[config.mk]
export PLATFORM = sky130hd
export DESIGN_NAME = bcd_pulse_scaler
export DESIGN_NICKNAME = d
export VERILOG_FILES = /design/src/rtl/scaler_pkg.sv /design/src/rtl/edge_sync.sv /design/src/rtl/gate_timer.sv /design/src/rtl/bcd_accum.sv /design/src/rtl/bcd_pulse_scaler.sv
export SDC_FILE = /design/constraint.sdc
export NUM_CORES = 1
export LEC_CHECK = 0
export BUFFER_PORTS_ARGS = -buffer_cell sky130_fd_sc_hd__buf_4
export CORE_MARGIN = 2
export CORE_UTILIZATION = 40
export DETAILED_ROUTE_END_ITERATION = 8
export GPL_TIMING_DRIVEN = 0
export PLACE_DENSITY = 0.65
export SETUP_SLACK_MARGIN = 0.4
export SLEW_MARGIN = 20
export SYNTH_ARGS = -nofsm -noshare
export SYNTH_HDL_FRONTEND = slang
export SYNTH_SLANG_ARGS = --single-unit
export TNS_END_PERCENT = 10
[constraint.sdc]
create_clock -name clk -period 2 [get_ports clk]
set_input_delay 0.1 -clock clk [delete_from_list [all_inputs] [get_ports clk]]
set_output_delay 0.1 -clock clk [all_outputs]
set_load 0.01 [all_outputs]
[src/rtl/scaler_pkg.sv]
package scaler_pkg;

    localparam int DIGIT_W   = 4;
    localparam int TOP_DECADE = 5;

    typedef logic [DIGIT_W-1:0] bcd_digit_t;

    typedef enum logic [1:0] {
        MULT_X1 = 2'd0,
        MULT_X2 = 2'd1,
        MULT_X4 = 2'd2,
        MULT_X8 = 2'd3
    } mult_e;

    typedef struct packed {
        logic open;
        logic accept;
        logic closing;
        logic done;
    } gate_stat_t;

    function automatic bcd_digit_t mult_digit(input mult_e m);
        case (m)
            MULT_X1: return 4'd1;
            MULT_X2: return 4'd2;
            MULT_X4: return 4'd4;
            default: return 4'd8;
        endcase
    endfunction

    function automatic bcd_digit_t digit_up(input bcd_digit_t d);
        return (d == 4'd9) ? 4'd0 : d + 4'd1;
    endfunction

    function automatic bcd_digit_t digit_down(input bcd_digit_t d);
        return (d == 4'd0) ? 4'd9 : d - 4'd1;
    endfunction

endpackage

[src/rtl/edge_sync.sv]
module edge_sync #(
    parameter int STAGES = 2
) (
    input  logic clk,
    input  logic rst,
    input  logic async_in,
    output logic rise
);
    logic [STAGES:0] chain_q;

    always_ff @(posedge clk) begin
        if (rst) chain_q[0] <= 1'b0;
        else     chain_q[0] <= async_in;
    end

    genvar i;
    generate
        for (i = 1; i <= STAGES; i++) begin : g_stage
            always_ff @(posedge clk) begin
                if (rst) chain_q[i] <= 1'b0;
                else     chain_q[i] <= chain_q[i-1];
            end
        end
    endgenerate

    assign rise = chain_q[STAGES-1] & ~chain_q[STAGES];

    a_r5_single_rise: assert property (@(posedge clk) disable iff (rst)
        rise |=> !rise);

endmodule

[src/rtl/gate_timer.sv]
module gate_timer
    import scaler_pkg::*;
#(
    parameter int DIGITS = 7
) (
    input  logic       clk,
    input  logic       rst,
    input  logic       start,
    input  logic       tick,
    input  logic [2:0] range_sel,
    input  logic [1:0] mult_sel,
    output gate_stat_t stat
);
    localparam int MAX_DEC = (TOP_DECADE < DIGITS - 1) ? TOP_DECADE : DIGITS - 1;

    bcd_digit_t [DIGITS-1:0] timer_q, timer_dec, preset;
    logic [DIGITS:0] borrow;
    logic [DIGITS:0] upper_zero;
    logic            gate_q, done_q, is_one, accept, closing;
    int unsigned     dec_idx;

    always_comb begin
        if (int'(range_sel) > MAX_DEC) dec_idx = MAX_DEC;
        else                           dec_idx = int'(range_sel);
    end

    assign borrow[0]          = 1'b1;
    assign upper_zero[DIGITS] = 1'b1;

    genvar i;
    generate
        for (i = 0; i < DIGITS; i++) begin : g_digit
            assign preset[i]     = (dec_idx == i) ? mult_digit(mult_e'(mult_sel)) : 4'd0;
            assign timer_dec[i]  = borrow[i] ? digit_down(timer_q[i]) : timer_q[i];
            assign borrow[i+1]   = borrow[i] & (timer_q[i] == 4'd0);
            assign upper_zero[i] = upper_zero[i+1] & ((i == 0) || (timer_q[i] == 4'd0));
        end
    endgenerate

    assign is_one  = upper_zero[0] & (timer_q[0] == 4'd1);
    assign accept  = start & ~gate_q;
    assign closing = gate_q & tick & is_one;

    always_ff @(posedge clk) begin
        if (rst) begin
            timer_q <= '0;
            gate_q  <= 1'b0;
            done_q  <= 1'b0;
        end else begin
            done_q <= closing;
            if (accept) begin
                timer_q <= preset;
                gate_q  <= 1'b1;
            end else if (gate_q && tick) begin
                timer_q <= timer_dec;
                if (is_one) gate_q <= 1'b0;
            end
        end
    end

    assign stat.open    = gate_q;
    assign stat.accept  = accept;
    assign stat.closing = closing;
    assign stat.done    = done_q;

    a_r2_gate_opens: assert property (@(posedge clk) disable iff (rst)
        (start && !gate_q) |=> gate_q);
    a_r4_done_single: assert property (@(posedge clk) disable iff (rst)
        done_q |=> !done_q);
    a_r4_done_on_fall: assert property (@(posedge clk) disable iff (rst)
        $fell(gate_q) |-> done_q);
    a_r9_start_ignored: assert property (@(posedge clk) disable iff (rst)
        (gate_q && start && !closing) |=> gate_q);
    a_r11_hold_without_tick: assert property (@(posedge clk) disable iff (rst)
        (gate_q && !tick) |=> (gate_q && $stable(timer_q)));

endmodule

[src/rtl/bcd_accum.sv]
module bcd_accum
    import scaler_pkg::*;
#(
    parameter int DIGITS = 7
) (
    input  logic                  clk,
    input  logic                  rst,
    input  logic                  clr,
    input  logic                  inc,
    output logic [4*DIGITS-1:0]   count,
    output logic                  ovf
);
    bcd_digit_t [DIGITS-1:0] cnt_q, cnt_nxt;
    logic [DIGITS:0]         carry;
    logic                    ovf_q;

    assign carry[0] = inc;

    genvar i;
    generate
        for (i = 0; i < DIGITS; i++) begin : g_digit
            assign cnt_nxt[i]  = carry[i] ? digit_up(cnt_q[i]) : cnt_q[i];
            assign carry[i+1]  = carry[i] & (cnt_q[i] == 4'd9);
        end
    endgenerate

    always_ff @(posedge clk) begin
        if (rst || clr) begin
            cnt_q <= '0;
            ovf_q <= 1'b0;
        end else begin
            cnt_q <= cnt_nxt;
            if (carry[DIGITS]) ovf_q <= 1'b1;
        end
    end

    assign count = cnt_q;
    assign ovf   = ovf_q;

    a_r8_overflow_sticky: assert property (@(posedge clk) disable iff (rst)
        (ovf_q && !clr) |=> ovf_q);
    a_r10_clear_zeroes: assert property (@(posedge clk) disable iff (rst)
        clr |=> (cnt_q == '0 && !ovf_q));
    a_r6_hold_idle: assert property (@(posedge clk) disable iff (rst)
        (!inc && !clr) |=> $stable(cnt_q));

endmodule

[src/rtl/bcd_pulse_scaler.sv]
module bcd_pulse_scaler
    import scaler_pkg::*;
#(
    parameter int DIGITS = 7
) (
    input  logic                clk,
    input  logic                rst,
    input  logic                pulse_in,
    input  logic                tick,
    input  logic                start,
    input  logic                clear,
    input  logic [2:0]          range_sel,
    input  logic [1:0]          mult_sel,
    output logic [4*DIGITS-1:0] count_bcd,
    output logic                gate_active,
    output logic                done,
    output logic                overflow
);
    logic       rise, inc, clr_all;
    gate_stat_t gs;

    edge_sync #(.STAGES(2)) u_sync (
        .clk      (clk),
        .rst      (rst),
        .async_in (pulse_in),
        .rise     (rise)
    );

    gate_timer #(.DIGITS(DIGITS)) u_timer (
        .clk       (clk),
        .rst       (rst),
        .start     (start),
        .tick      (tick),
        .range_sel (range_sel),
        .mult_sel  (mult_sel),
        .stat      (gs)
    );

    assign inc     = rise & gs.open & ~gs.closing;
    assign clr_all = clear | gs.accept;

    bcd_accum #(.DIGITS(DIGITS)) u_accum (
        .clk   (clk),
        .rst   (rst),
        .clr   (clr_all),
        .inc   (inc),
        .count (count_bcd),
        .ovf   (overflow)
    );

    assign gate_active = gs.open;
    assign done        = gs.done;

    a_r6_closed_gate_holds: assert property (@(posedge clk) disable iff (rst)
        (!gate_active && !clear && !start) |=> $stable(count_bcd));
    a_r10_clear_keeps_gate: assert property (@(posedge clk) disable iff (rst)
        (clear && gate_active && !tick) |=> gate_active);

endmodule

# Word-level counts from Yosys, hierarchy flattened
# Cells that the tools add are included.
# W data, S select, Z words.
# totals
reg_bits	62
inputBits	11
word_cells	139
# op_classes
add_sub_neg	14
n_eq_ne	16
n_mux	34
bitwise	28
n_reduce_logical	26
n_lt_le_gt_ge	1
# ops
cell	n
$mux W4	27
$eq A32 B3 Y1 const B	3
$eq A32 B2 Y1 const B	2
$mux W28	2
$eq A32 B1 Y1 const B	1
$logic_not A32 Y1	1
$add A4 B1 Y4 const B	7
$eq A4 B4 Y1 const B	7
$logic_not A4 Y1	7
$sub A4 B1 Y4 const B	7
$and A1 B1 Y1	24
$reduce_bool A2 Y1	8
$reduce_and A2 Y1	7
$pmux W4 S3	1
$eq A4 B1 Y1 const B	1
$gt A3 B3 Y1 const B	1
$mux W1	3
$mux W3	1
$not A1 Y1	3
$eq A2 B1 Y1 const B	1
$eq A2 B2 Y1 const B	1
$logic_not A2 Y1	1
$logic_and A1 B1 Y1	1
$logic_or A1 B1 Y1	1
$or A1 B1 Y1	1

# Depth between registers and ports, before layout
# depth
ltp_word	17
mapped_depth	7
ltp_nobuf	5

# Hierarchy
# Synthesis repeated with hierarchy kept, for this count alone.
# unflattened
cells_unflattened	421
hier_area_um2	3484.6
# modules_own_cells
mod	cells_each	area_per_inst_um2	n_inst
gate_timer	229	1836.8	1
bcd_accum	183	1545.2	1
edge_sync	7	87.6	1
bcd_pulse_scaler	2	15.0	1

# Worst setup path after synthesis
# OpenSTA, ideal clock, no wires.
# synth_path
kind	reg-to-reg
start	register u_accum.cnt_q (netlist bit u_accum.count[3])
end	register u_accum.cnt_q (netlist bit u_accum.count[27])
required_time_ns	1.936
path_buffers	0
t_arrival_ns	2.083
stages_incl_launch_ff	6
slack_ns	-0.148
path_cell_list	dfxtp_1 or3b_4 or4_4 or3_4 or3_1 nand3_1
# synth_via
elab_chain_cells	7
# synth_lines
item	line_no	text
start: declaration	bcd_accum.sv:13	bcd_digit_t [DIGITS-1:0] cnt_q, cnt_nxt;
start signal: assignment	bcd_accum.sv:32	cnt_q <= cnt_nxt;
$eq A4 B4 Y1	bcd_accum.sv:23	assign carry[i+1] = carry[i] & (cnt_q[i] == 4'd9);
$and A1 B1 Y1 (6 in series)	bcd_accum.sv:23	
# Every way passes these cells.
# A chain may end at the register's enable or synchronous reset.

# Worst setup path in the final report
# layout_path
start	register u_timer.gate_q
end	register u_accum.cnt_q (netlist bit u_accum.count[27])
# layout_via
elab_chain_cells	10
elab_cells_between_ends	15
cone_classes	bitwise: 14; reduce/logical: 1
# layout_lines
item	line_no	text
start: declaration	gate_timer.sv:19	logic gate_q, done_q, is_one, accept, closing;
start signal: assignment	gate_timer.sv:47	gate_q <= 1'b0;
start signal: assignment	gate_timer.sv:53	gate_q <= 1'b1;
start signal: assignment	gate_timer.sv:56	if (is_one) gate_q <= 1'b0;
$and A1 B1 Y1 (2 in series)	gate_timer.sv:42	assign closing = gate_q & tick & is_one;
$not A1 Y1	bcd_pulse_scaler.sv:39	assign inc = rise & gs.open & ~gs.closing;
$and A1 B1 Y1	bcd_pulse_scaler.sv:39	
$and A1 B1 Y1 (6 in series)	bcd_accum.sv:23	
# Parallel ways exist; a longest one is shown, timed or not.

==> flow_summary.ini <==
[status]
outcome = finished, violations left
violations = setup timing

[setup_path]
critPathMaxFanout = 9
critPathMaxStageDelay_ns = 0.59
critPathSlowestCell = sky130_fd_sc_hd__or4_4
path_class = flop to flop
worst_path_most_repeated_cell = sky130_fd_sc_hd__or3_4
critPathLaunchType = flop
endpoint_kind = flop
cp_data_arrival_time_ns = 2.37
critical-path-top-delay-family = simple AND/OR/NAND/NOR gates
crit_required_ns = 2.28
cp_cell_sequence = nand3b_1, or4_4, or3_4, or3_4, nand3_2
timing.critical_path.buf_inv = 0

[floorplanning]
initial_core_util_pct = 41.5
io_pins = 42
die-width_um = 96.9
row_count = 33
design.die.area_sq_um = 9380
core_sq_um = 8300
dieHeight_um = 96.9

[synthesis]
synth.area.top_cells = sky130_fd_sc_hd__dfxtp_1 (36%), sky130_fd_sc_hd__a21oi_1 (5.7%), sky130_fd_sc_hd__o21ai_0 (4.2%), sky130_fd_sc_hd__nor2_1 (3.8%), sky130_fd_sc_hd__nand2_1 (3.7%)
yosys_register_bits = 62
post-synth-top-area-cell = sky130_fd_sc_hd__dfxtp_1
synth_edf_count = 0
syn_avg_cell_area_sq_um = 8.02
synth.lib_cells_used.distinct = 66
synth_top_flop_cell = sky130_fd_sc_hd__dfxtp_1
mappedNetlistArea_sq_um = 3450
synth_async_sr_flop_share_pct = 0
yosys-top-cells-count = sky130_fd_sc_hd__dfxtp_1 (62), sky130_fd_sc_hd__a21oi_1 (39), sky130_fd_sc_hd__nor2_1 (35)
synth_largest_type_area_fraction_pct = 36.0
synth_sequential_area_ratio_pct = 36.0
synthesis.yosys.warnings = 0
yosys.cell_count.top_type = sky130_fd_sc_hd__dfxtp_1
synth_fp_nets = 441
syn_inst = 430

[sta]
min_period_over_period_pct = 105
max_slew_margin_pct = 53.2
final.hold.worst_slack_ns = 0.109
timing.clock.skew_ns = 0.0101
max_freq_ghz = 0.478
worst_pin_slew_ns = 0.699
timing_max_transition_violations_final = 0
post-route-min-period_ns = 2.09
finalHoldViolCount = 0
final.setup.worst_slack_ns = -0.0920
grt_setup_unrepaired = yes
finalSetupViolCount = 6

[detailed_routing]
routed-via-count = 3849
detail_route.drc_violations = 0
totalWireLength_um = 10600
wirelength_per_cell_um = 16.7
first_pass_iters = 5
drt_first_iter_violations = 255
ant_nets = 0
drt-vias-per-instance = 6.09

[global_routing]
grt_pass1_wl_um = 17000
grt_util_all_layers_pct = 21.7
grt_pass1_vias = 3527
pin_count_of_the_biggest_net_entering_global_routing = 12
antenna_found_initial = 0
globalRoute.totalOverflow = 0

[finish]
antenna_diode_count = 0
fin_nets = 533
stdcell_count = 632
drive_gt1_share_pct = 40.2
area_growth_pct = 46.7

[power]
clock_power_share_pct = 36.3
leakagePower_uw = 0.00176
p_int_uw = 2110
share_of_power_burned_in_combinational_logic_pct = 20.0
switching_share_pct = 30.6
seq_power_share_pct = 43.6
pwr_density_cell_nw_per_um2 = 601
power.net_switching_uw = 931
worst_ir_drop_vdd_uv = 460

[cts]
cts_tree = built
clkTransAtPathRegs_ns = 0.08
root_buffer = sky130_fd_sc_hd__clkbuf_8
cts_htree_levels = 3
clk-insertion-delay-late_ns = 0.35
max-clock-path-buffers = 2
num_cts_buffers = 9
clock_sinks = 62

[place]
place.detailed.instances = 574
detailedPlace.worstSlack_ns = -0.631
gp_routability_congestion = 0.836
io_buffers = 39
hpwl_um = 6630

[flow_run]
cap_viol_max_count = 0

[hold_path]
min-delay-path-class = input pin to flop
## repair_timing
| action | CTS | global route |
|---|---|---|
| setup endpoints to repair | 57 | 57 |
| cloned | 1 | 1 |
| pin swaps | 66 | 51 |
| buffers inserted | 22 | 17 |
| hold buffers | 1 | 0 |
| resized for setup | 107 | 43 |
| hold endpoints to repair | 1 | 0 |
## cell usage in the layout (no fill, tap or decap), types with 7 or more instances in the layout
| master | synthesis | routed |
|---|---|---|
| sky130_fd_sc_hd__buf_6 | 0 | 16 |
| sky130_fd_sc_hd__or4_1 | 12 | 8 |
| sky130_fd_sc_hd__inv_1 | 14 | 13 |
| sky130_fd_sc_hd__or3_1 | 11 | 7 |
| sky130_fd_sc_hd__dfxtp_1 | 62 | 39 |
| sky130_fd_sc_hd__clkbuf_8 | 0 | 10 |
| sky130_fd_sc_hd__o31ai_1 | 12 | 9 |
| sky130_fd_sc_hd__nor2_1 | 35 | 33 |
| sky130_fd_sc_hd__dfxtp_2 | 0 | 12 |
| sky130_fd_sc_hd__clkbuf_2 | 0 | 7 |
| sky130_fd_sc_hd__nor3_1 | 20 | 13 |
| sky130_fd_sc_hd__o21ai_0 | 29 | 22 |
| sky130_fd_sc_hd__dfxtp_4 | 0 | 11 |
| sky130_fd_sc_hd__nor4_4 | 1 | 11 |
| sky130_fd_sc_hd__nor2b_1 | 16 | 15 |
| sky130_fd_sc_hd__buf_4 | 1 | 67 |
| sky130_fd_sc_hd__a21oi_1 | 39 | 33 |
| sky130_fd_sc_hd__nand2_1 | 34 | 29 |
| sky130_fd_sc_hd__clkbuf_1 | 15 | 8 |
## path summary, 6_finish.rpt
kind	from	to	slack (ns)	cells after the start
worst min-delay path	range_sel[2]	u_timer.timer_q[16]$_SDFFE_PP0P_	0.11	3
worst min register to register	u_sync.chain_q[0]$_SDFF_PP0_	u_sync.chain_q[1]$_SDFF_PP0_	0.46	1
worst max register to register	u_timer.gate_q$_SDFFE_PP0P_	u_accum.count[27]$_SDFFE_PP0P_	-0.09	5
worst max-delay path	u_timer.gate_q$_SDFFE_PP0P_	u_accum.count[27]$_SDFFE_PP0P_	-0.09	5
## cells by family (layout without fill, tap and decap cells)
kind of cell,Yosys count,after routing,synth area share [%]
DFF,62,62,36.0
and+or+nand+nor,197,197,33.1
AOI/OAI and AO/OA,126,126,23.7
muxes,5,5,1.49
xor gates and xnor gates,8,8,2.03
buffers and inverters,32,129,3.66
## power groups by stage
stage | sequential, uW | combinational [uW] | clock (uW)
2_1_floorplan | 1330 | 268 | 0
3_3_place_gp | 1340 | 365 | 0
3_5_place_dp | 1350 | 369 | 0
4_1_cts | 1330 | 524 | 1130
5_1_grt | 1330 | 651 | 1180
6_report | 1330 | 608 | 1100
## area by class of cell
class                   count  area (sq um)
plain buffers              18           104
repair buffers             81           659
well taps                 105           131
clock inverters             4          46.3
multi-input cells         336          2620
flip-flops and latches     62          1300
inverters                  14          55.1
clock buffers              12           145
fillers                   693          3240
## sequential cells by signal, indices dropped and copies added (netlist names)
signal,count
u_accum.ovf,1
u_timer.gate_q,1
u_sync.chain_q,3
u_timer.timer_q,28
u_accum.count,28
u_timer.done_q,1
## stage by stage
| stage | utilization [%] | total power (uW) | cell area, sq um | setup TNS (ns) |
|---|---|---|---|---|
| after floorplan | - | 1600 | 3540 | -0.0529 |
| after global placement | 47.7 | 1710 | 3960 | -15.02 |
| after detailed placement | 47.7 | 1710 | 3960 | -16.95 |
| after CTS | 57.5 | 2980 | 4770 | -0.0587 |
| after global routing | 61.0 | 3160 | 5060 | -1.18 |
| final | 61.0 | 3040 | 5060 | -0.187 |
## metal layers
metal  track usage (%)  vias up  share of wire [%]
met2              37.5      151                 49
met5                 0        -                  0
met4              7.26        0                3.3
met3              5.56       37                5.7
li1                  -     1820                  -
met1              26.4     1841                 42
## worst min-delay path, stage by stage
cell                      delay, ns
sky130_fd_sc_hd__buf_4         0.13
sky130_fd_sc_hd__a31oi_1       0.12
sky130_fd_sc_hd__nor3_1        0.05
Note: power is estimated with default switching activity, not from simulation.
